$ cat src/rtl/flash_cmd_pkg.sv
// Shared mode type, command codes and the general command decoder.
package flash_cmd_pkg;

    typedef enum logic [3:0] {
        M_READ, M_ID, M_PSETUP, M_PBUSY, M_PVERIFY,
        M_ESETUP, M_EBUSY, M_EVERIFY, M_RSTARM, M_IDLE
    } mode_e;

    localparam logic [15:0] CMD_READ = 16'h0000;
    localparam logic [15:0] CMD_ID   = 16'h0090;
    localparam logic [15:0] CMD_PSET = 16'h0040;
    localparam logic [15:0] CMD_ESET = 16'h0020;
    localparam logic [15:0] CMD_PVFY = 16'h00C0;
    localparam logic [15:0] CMD_EVFY = 16'h00A0;
    localparam logic [15:0] CMD_RST  = 16'h00FF;
    localparam logic [15:0] ID_MAKER = 16'h0097;
    localparam logic [15:0] ID_PART  = 16'h00E5;
    localparam logic [15:0] WORD_ERASED = 16'hFFFF;

    // Maps a command word to the mode it selects; unknown codes keep cur.
    function automatic mode_e decode_cmd(mode_e cur, logic [15:0] d);
        mode_e nx;
        case (d)
            CMD_READ: nx = M_READ;
            CMD_ID:   nx = M_ID;
            CMD_PSET: nx = M_PSETUP;
            CMD_ESET: nx = M_ESETUP;
            CMD_PVFY: nx = M_PVERIFY;
            CMD_EVFY: nx = M_EVERIFY;
            CMD_RST:  nx = M_RSTARM;
            default:  nx = cur;
        endcase
        return nx;
    endfunction

endpackage

$ cat src/rtl/fcr_strobe_det.sv
// Write-strobe edge detector.
// Finds the start and end of each write pulse (we_n and ce_n both low).
// It captures the address at the start of the pulse and keeps the data
// of the last cycle of the pulse.
// Assumes the strobe inputs are already synchronous to clk.
module fcr_strobe_det #(
    parameter int CAP_W = 6
) (
    input  logic             clk,
    input  logic             rst_n,
    input  logic             we_n,
    input  logic             ce_n,
    input  logic [CAP_W-1:0] addr,
    input  logic [15:0]      din,
    output logic             wr_rise,
    output logic [CAP_W-1:0] addr_cap,
    output logic [15:0]      data_cap
);
    logic act, act_q;
    assign act     = !we_n && !ce_n;
    assign wr_rise = act_q && !act;

    // Remember last cycle's strobe state for edge detection.
    always_ff @(posedge clk) begin
        if (!rst_n) act_q <= 1'b0;
        else        act_q <= act;
    end

    // Capture the word address on the leading (falling) strobe edge.
    always_ff @(posedge clk) begin
        if (!rst_n)               addr_cap <= '0;
        else if (act && !act_q)   addr_cap <= addr;
    end

    // Track the data bus while the strobe is low; held at the trailing edge.
    always_ff @(posedge clk) begin
        if (!rst_n)    data_cap <= '0;
        else if (act)  data_cap <= din;
    end
endmodule

$ cat src/rtl/fcr_stop_timer.sv
// Stop timer for program and erase.
// It restarts on each operation start and raises expire in the last
// allowed cycle of the operation. Limits are in clock cycles.
module fcr_stop_timer #(
    parameter int PGM_LIM = 2000,
    parameter int ERS_LIM = 20000
) (
    input  logic clk,
    input  logic rst_n,
    input  logic start,
    input  logic run,
    input  logic erase_sel,
    output logic expire
);
    localparam int MAXL = (PGM_LIM > ERS_LIM) ? PGM_LIM : ERS_LIM;
    localparam int CW   = $clog2(MAXL + 1);

    logic [CW-1:0] cnt;
    logic [CW-1:0] lim;

    assign lim    = erase_sel ? CW'(ERS_LIM - 1) : CW'(PGM_LIM - 1);
    assign expire = run && (cnt == lim);

    // Count cycles spent in the running operation.
    always_ff @(posedge clk) begin
        if (!rst_n)              cnt <= '0;
        else if (start)          cnt <= '0;
        else if (run && !expire) cnt <= cnt + 1'b1;
    end
endmodule

$ cat src/rtl/fcr_word_store.sv
// Behavioural word array.
// Programming ANDs the data into one word; erase sets all words to ones.
// Reset puts the array in the erased state. One asynchronous read port.
module fcr_word_store #(
    parameter int AW = 6
) (
    input  logic          clk,
    input  logic          rst_n,
    input  logic          prog_en,
    input  logic [AW-1:0] prog_addr,
    input  logic [15:0]   prog_data,
    input  logic          erase_en,
    input  logic [AW-1:0] rd_addr,
    output logic [15:0]   rd_data
);
    import flash_cmd_pkg::*;
    localparam int DEPTH = 1 << AW;

    logic [15:0] mem [DEPTH];

    // Apply reset, bulk erase or a single-word program.
    always_ff @(posedge clk) begin
        for (int w = 0; w < DEPTH; w++) begin
            if (!rst_n || erase_en)
                mem[w] <= WORD_ERASED;
            else if (prog_en && prog_addr == AW'(w))
                mem[w] <= mem[w] & prog_data;
        end
    end

    assign rd_data = mem[rd_addr];
endmodule

$ cat src/rtl/fcr_cmd_fsm.sv
// Command interpreter state machine.
// Acts on each completed write pulse when the programming voltage is
// present. It holds the mode, issues program and erase strobes, and keeps
// the verify addresses. The stop timer moves a running operation to idle.
module fcr_cmd_fsm #(
    parameter int AW = 6
) (
    input  logic                 clk,
    input  logic                 rst_n,
    input  logic                 hv_ok,
    input  logic                 wr_rise,
    input  logic [15:0]          data_cap,
    input  logic [AW-1:0]        addr_cap,
    input  logic                 expire,
    output flash_cmd_pkg::mode_e mode,
    output logic                 prog_en,
    output logic                 erase_en,
    output logic [AW-1:0]        pv_addr,
    output logic [AW-1:0]        ev_addr
);
    import flash_cmd_pkg::*;

    mode_e mode_nx;
    logic  cmd_ok;
    logic  ev_ld;

    assign cmd_ok = wr_rise && hv_ok;

    // Next mode and operation strobes from the current mode and command.
    always_comb begin
        mode_nx  = mode;
        prog_en  = 1'b0;
        erase_en = 1'b0;
        if (cmd_ok) begin
            case (mode)
                M_PSETUP: begin
                    if (data_cap == CMD_RST) mode_nx = M_RSTARM;
                    else begin
                        mode_nx = M_PBUSY;
                        prog_en = 1'b1;
                    end
                end
                M_ESETUP: begin
                    if (data_cap == CMD_ESET) begin
                        mode_nx  = M_EBUSY;
                        erase_en = 1'b1;
                    end else if (data_cap == CMD_RST) mode_nx = M_RSTARM;
                    else mode_nx = decode_cmd(mode, data_cap);
                end
                M_RSTARM: begin
                    if (data_cap == CMD_RST) mode_nx = M_READ;
                    else mode_nx = decode_cmd(mode, data_cap);
                end
                M_PBUSY, M_EBUSY: begin
                    mode_nx = decode_cmd(mode, data_cap);
                    if (mode_nx == mode) mode_nx = M_IDLE;
                end
                default: mode_nx = decode_cmd(mode, data_cap);
            endcase
        end else if (expire) begin
            mode_nx = M_IDLE;
        end
    end

    assign ev_ld = cmd_ok && (data_cap == CMD_EVFY) && (mode_nx == M_EVERIFY);

    // Mode register.
    always_ff @(posedge clk) begin
        if (!rst_n) mode <= M_READ;
        else        mode <= mode_nx;
    end

    // Verify addresses: last programmed word and erase-verify target.
    always_ff @(posedge clk) begin
        if (!rst_n) begin
            pv_addr <= '0;
            ev_addr <= '0;
        end else begin
            if (prog_en) pv_addr <= addr_cap;
            if (ev_ld)   ev_addr <= addr_cap;
        end
    end
endmodule

$ cat src/rtl/flash_cmd_ctrl.sv
// Flash command register interpreter, top level.
// Ties the strobe detector, the command state machine, the stop timer and
// the word store together, and selects the read data source by mode.
// Assumes all bus inputs are synchronous to clk.
module flash_cmd_ctrl #(
    parameter int ADDR_W       = 16,
    parameter int STORE_AW     = 6,
    parameter int PGM_STOP_CYC = 2000,
    parameter int ERS_STOP_CYC = 20000
) (
    input  logic              clk,
    input  logic              rst_n,
    input  logic              we_n,
    input  logic              ce_n,
    input  logic              oe_n,
    input  logic              hv_ok,
    input  logic [ADDR_W-1:0] addr,
    input  logic [15:0]       din,
    output logic [15:0]       dout,
    output logic              dout_en,
    output logic              busy
);
    import flash_cmd_pkg::*;

    logic                wr_rise;
    logic [STORE_AW-1:0] addr_cap;
    logic [15:0]         data_cap;
    mode_e               mode;
    logic                prog_en, erase_en, expire;
    logic [STORE_AW-1:0] pv_addr, ev_addr, rd_addr;
    logic [15:0]         rd_data, rd_val;

    fcr_strobe_det #(.CAP_W(STORE_AW)) u_stb (
        .clk(clk), .rst_n(rst_n), .we_n(we_n), .ce_n(ce_n),
        .addr(addr[STORE_AW-1:0]), .din(din),
        .wr_rise(wr_rise), .addr_cap(addr_cap), .data_cap(data_cap)
    );

    fcr_cmd_fsm #(.AW(STORE_AW)) u_fsm (
        .clk(clk), .rst_n(rst_n), .hv_ok(hv_ok), .wr_rise(wr_rise),
        .data_cap(data_cap), .addr_cap(addr_cap), .expire(expire),
        .mode(mode), .prog_en(prog_en), .erase_en(erase_en),
        .pv_addr(pv_addr), .ev_addr(ev_addr)
    );

    fcr_stop_timer #(.PGM_LIM(PGM_STOP_CYC), .ERS_LIM(ERS_STOP_CYC)) u_tmr (
        .clk(clk), .rst_n(rst_n), .start(prog_en || erase_en),
        .run(busy), .erase_sel(mode == M_EBUSY), .expire(expire)
    );

    fcr_word_store #(.AW(STORE_AW)) u_mem (
        .clk(clk), .rst_n(rst_n), .prog_en(prog_en), .prog_addr(addr_cap),
        .prog_data(data_cap), .erase_en(erase_en), .rd_addr(rd_addr),
        .rd_data(rd_data)
    );

    assign busy = (mode == M_PBUSY) || (mode == M_EBUSY);

    // Choose which word the read port looks at.
    always_comb begin
        case (mode)
            M_PVERIFY: rd_addr = pv_addr;
            M_EVERIFY: rd_addr = ev_addr;
            default:   rd_addr = addr[STORE_AW-1:0];
        endcase
    end

    // Identifier codes replace array data in identifier mode.
    always_comb begin
        if (mode == M_ID) begin
            if (addr == ADDR_W'(0))      rd_val = ID_MAKER;
            else if (addr == ADDR_W'(1)) rd_val = ID_PART;
            else                         rd_val = '0;
        end else begin
            rd_val = rd_data;
        end
    end

    assign dout_en = !ce_n && !oe_n && we_n;
    assign dout    = dout_en ? rd_val : '0;
endmodule

$ cat config.mk
export PLATFORM = sky130hd
export DESIGN_NAME = flash_cmd_ctrl
export DESIGN_NICKNAME = d
export VERILOG_FILES = /design/src/rtl/flash_cmd_pkg.sv /design/src/rtl/fcr_strobe_det.sv /design/src/rtl/fcr_stop_timer.sv /design/src/rtl/fcr_word_store.sv /design/src/rtl/fcr_cmd_fsm.sv /design/src/rtl/flash_cmd_ctrl.sv
export SDC_FILE = /design/constraint.sdc
export NUM_CORES = 2
export LEC_CHECK = 0
export BUFFER_PORTS_ARGS = -buffer_cell sky130_fd_sc_hd__buf_2
export CORE_MARGIN = 3
export CORE_UTILIZATION = 58
export CTS_CLUSTER_SIZE = 8
export DETAILED_ROUTE_END_ITERATION = 6
export PLACE_DENSITY = 0.77
export RECOVER_POWER = 25
export SYNTH_ARGS = -nofsm -noshare
export SYNTH_HDL_FRONTEND = slang
export SYNTH_SLANG_ARGS = --single-unit
$ cat constraint.sdc
create_clock -name clk -period 3.8 [get_ports clk]
set_clock_uncertainty 0.05 [all_clocks]
set_input_delay 0.76 -clock clk [delete_from_list [all_inputs] [get_ports clk]]
set_output_delay 0.76 -clock clk [all_outputs]
set_load 0.02 [all_outputs]
==> summary.md <==
| Metric | Value |
|---|---|
| Top cell type by total area after synthesis | `edfxtp_1` |
| Critical Path Max Stage Delay | `0.39 ns` |
| Startpoint type of the worst setup path | `register` |
| Leak | `0.0207 uW` |
| Starting DRT DRC Count | `7,908` |
| Number of max-cap violations | `3` |
| Remaining Overflow, GRT | `0` |
| Main area contributors after synthesis | `edfxtp_1 59%, nand2_1 14%, a21o_1 6.7%, nand3_1 2.6%, mux2i_1 2.1%` |
| Area delta synth->final | `21.3%` |
| Die Wd | `307 microns` |
| Design Area, Final | `63,600 sq um` |
| Starting Density | `58.9%` |
| Largest net degree at the start of global routing | `66` |
| Pwr/cell area | `447 nW/um^2` |
| Pre-antenna DRT Iters | `7` |
| Wire per inst | `between 20 and 30 microns` |
| Critical Path Sink Type | `primary output` |
| Final setup viols | `595` |
| Hpwl dp | `109 mm` |
| Reg clk slew, reported paths | `0.05 ns` |
| Buffers & Inverters on Critical Path | `7` |
| Sequential share of the synthesized area | `60.8%` |
| CP most frequent cell | `buf_12` |
| Placed cell areas | `56,200 sq um` |
| Final worst setup slack | `-0.985 ns` |
| Max-slew violations | `158` |
| Final Wtd Congestion | `between 0.9 and 1` |
| Vias per cell | `6.79` |
| Syn Inst Count | `around 5,000` |
| Fmax | `0.209 GHz` |
| Final core utilization | `71.5%` |
| CP top delay family | `simple AND/OR/NAND/NOR gates` |
| Cts hold-fix bufs | `0` |
| Clk buf depth | `3` |
| Highest ir drop seen on vdd | `453 uV` |
| Synth warn | `0` |
| Top cell type's share of synthesized area | `58.7%` |
| Cell Area, Synth | `around 52,000 sq um` |
| TritonCTS clock tree | `built` |
| Share of cells above drive strength 1 | `17.9%` |
| Core footprint | `88,900 sq um` |
| Top FF cell, synth | `edfxtp_1` |
| Fin crit period | `about 4.8 ns` |
| Die height | `307 microns` |
| Critical Path AT | `about 4.0 ns` |
| Clk_lat worst skew | `0.77 ns` |
| Status | `finished, violations left` |
| Violated checks | `DRC, capacitance limit, slew limit, setup timing` |
| Worst-path fanout max | `8` |
| Die area | `94,000 sq um` |
| Worst hold-check path type | `input port to register` |
| DRC | `1` |
| Post-synth EDFFs | `just over 1,000` |
| Critical path type | `register to primary output` |
| Non-Filler Instances | `between 6,000 and 7,000` |
| Syn Area/Cell | `10.2 sq um` |
| Nets | `5,520` |
| Inst Count DP | `6,348` |
| # port buffers | `55` |
| Slew headroom | `-80.5%` |
| Async S/R FF share, synth | `0%` |
| Antenna violations before repair | `2` |
| Clock root buffer | `clkbuf_16` |
| Number of I/O pins | `56` |
| Period utilization | `126%` |
| Number of global-route vias before repair | `42,858` |
| Remaining antenna violation count | `0` |
| Via Count | `45,381` |
| Unrepaired setup endpoints after global routing | `true` |
| Worst-margin pin slew | `2.71 ns` |
| Tot GR Track Use | `between 30% and 40%` |
| #FFs+latches synth | `roughly 1,100` |
| # rows | `109` |
| Mapped Nets | `5,170` |
| CTS Buf Count | `between 150 and 200` |
| Critical path required time | `2.99 ns` |
| Count of different cell masters after synthesis | `84` |
| Worst path cell trace | `buf_12, xnor2_4, a21boi_4, or2_4, buf_4, buf_6, nor2_4, buf_12, buf_16, buf_12, nand3_1, nand4_1, nand4_1, a21o_1, buf_6` |
| WL final | `between 150 and 200 mm` |
| Worst path slowest cell | `dfxtp_4` |
| Htree depth | `4` |
| Final count of hold timing violations | `0` |
| TritonCTS sink count | `1,078` |
| First-pass GRT wire length | `267 mm` |
logic make-up after synthesis:
logic type | Yosys count | share of synthesized area, %
DFF | 1078 | 60.8
and+or+nand+nor | 2612 | 20.9
AOI/OAI and AO/OA | 910 | 12.4
muxes | 117 | 2.43
buffers and inverters | 394 | 3.18
adders and majority gates | 1 | 0.0239
xor gates and xnor gates | 19 | 0.318
report_power, final:
group,internal (uW),total (uW),switching [uW],leakage (uW)
Clock,7250,12500,5200,0.00204
Sequential,13000,13000,39.9,0.00743
Combinational,1080,2970,1890,0.0112
Total,21300,28400,7130,0.0207
tightest hold or removal path, cell delays in order:
cell      delay (ns)
buf_2           0.10
nand2_1         0.04
a21boi_0        0.07
stage by stage:
stage	setup slack [ns]	hold slack, ns	total power [uW]	TNS [ns]
floorplan	-0.267	0.385	14500	-26.51
global placement	-0.659	0.394	15500	-8.39
detailed placement	-0.650	0.408	15600	-8.59
CTS	-0.782	0.158	28100	-12.01
global route	-0.995	0.203	29000	-83.47
finish	-0.985	0.189	28400	-47.63
synth_stat cells (8+ instances only):
master     count
a211oi_1      39
a21boi_0      25
a21o_1       468
a21oi_1       57
a221oi_1      11
a22oi_1        9
a31oi_1       86
a32oi_1       23
a41oi_1        9
and2_1         8
and3_1        39
buf_1         34
buf_2        104
clkbuf_1     241
dfxtp_1       54
edfxtp_1    1024
mux2i_1      109
mux4_2         8
nand2_1     1983
nand2_2       29
nand2b_1       9
nand3_1      273
nand4_1       71
nor2_1        69
nor2_2        33
nor2b_1       10
nor3_1        18
nor4_1        11
o2111ai_1     22
o211ai_1       8
o21ai_0       99
o22ai_1        8
or2_2         12
xor2_1        13
state kept, by name, indices dropped and copies added, names as in the netlist:
name / flops
u_fsm.ev_addr: 6
u_fsm.pv_addr: 6
u_tmr.cnt: 15
u_fsm.mode: 4
u_stb.data_cap: 16
u_stb.addr_cap: 6
u_stb.act_q: 1
u_mem.mem: 1024
final cells by class:
| type | instances | area, sq um |
|---|---|---|
| antenna | 1 | 2.50 |
| fill | 5885 | 25400 |
| multi-input combinational | 3661 | 19900 |
| sequential | 1078 | 31900 |
| tap | 1165 | 1460 |
| inverter | 4 | 15.0 |
| clock buffer | 175 | 3910 |
| timing repair buffer | 584 | 6100 |
| clock inverter | 15 | 308 |
metal layers:
layer,global-route usage [%],part of all wire [%],vias to the layer above
li1,-,-,18862
met1,49.2,34,21687
met2,55.9,44,4010
met3,9.68,14,820
met4,25.3,7.5,2
met5,0,0.0071,-
layout by cell type (no fill, tap or decap), types with 15 or more instances in the layout:
cell	instances
a211oi_1	35
a21boi_0	24
a21o_1	466
a21oi_1	52
a31oi_1	74
a32oi_1	15
and3_1	37
buf_12	60
buf_16	18
buf_2	38
buf_4	354
buf_6	63
clkbuf_1	29
clkbuf_16	163
dfxtp_1	34
dfxtp_4	18
edfxtp_1	1024
mux2i_1	108
nand2_1	1976
nand2_2	36
nand3_1	265
nand4_1	71
nor2_1	62
nor2_2	34
nor3_1	17
o21ai_0	31
o21ai_1	65
path summary, 6_finish.rpt:
kind                      start                end  slack, ns  cells after the start
min                      din[9]  u_stb.data_cap[9]       0.19                      3
max reg2reg  u_stb.data_cap[15]  u_mem.mem[42][14]      -0.15                      8
min reg2reg    u_fsm.ev_addr[2]   u_fsm.ev_addr[2]       0.42                      2
max               u_fsm.mode[0]           dout[13]      -0.99                     15
what timing repair did:
action                     in CTS  in global routing
hold endpoints to repair        0                  0
setup buffers                  62                 60
setup endpoints to repair      16                 16
gates cloned                   21                 10
resized for setup             218                 87
pin swaps                      86                 61
(Power assumes the default switching activity.)
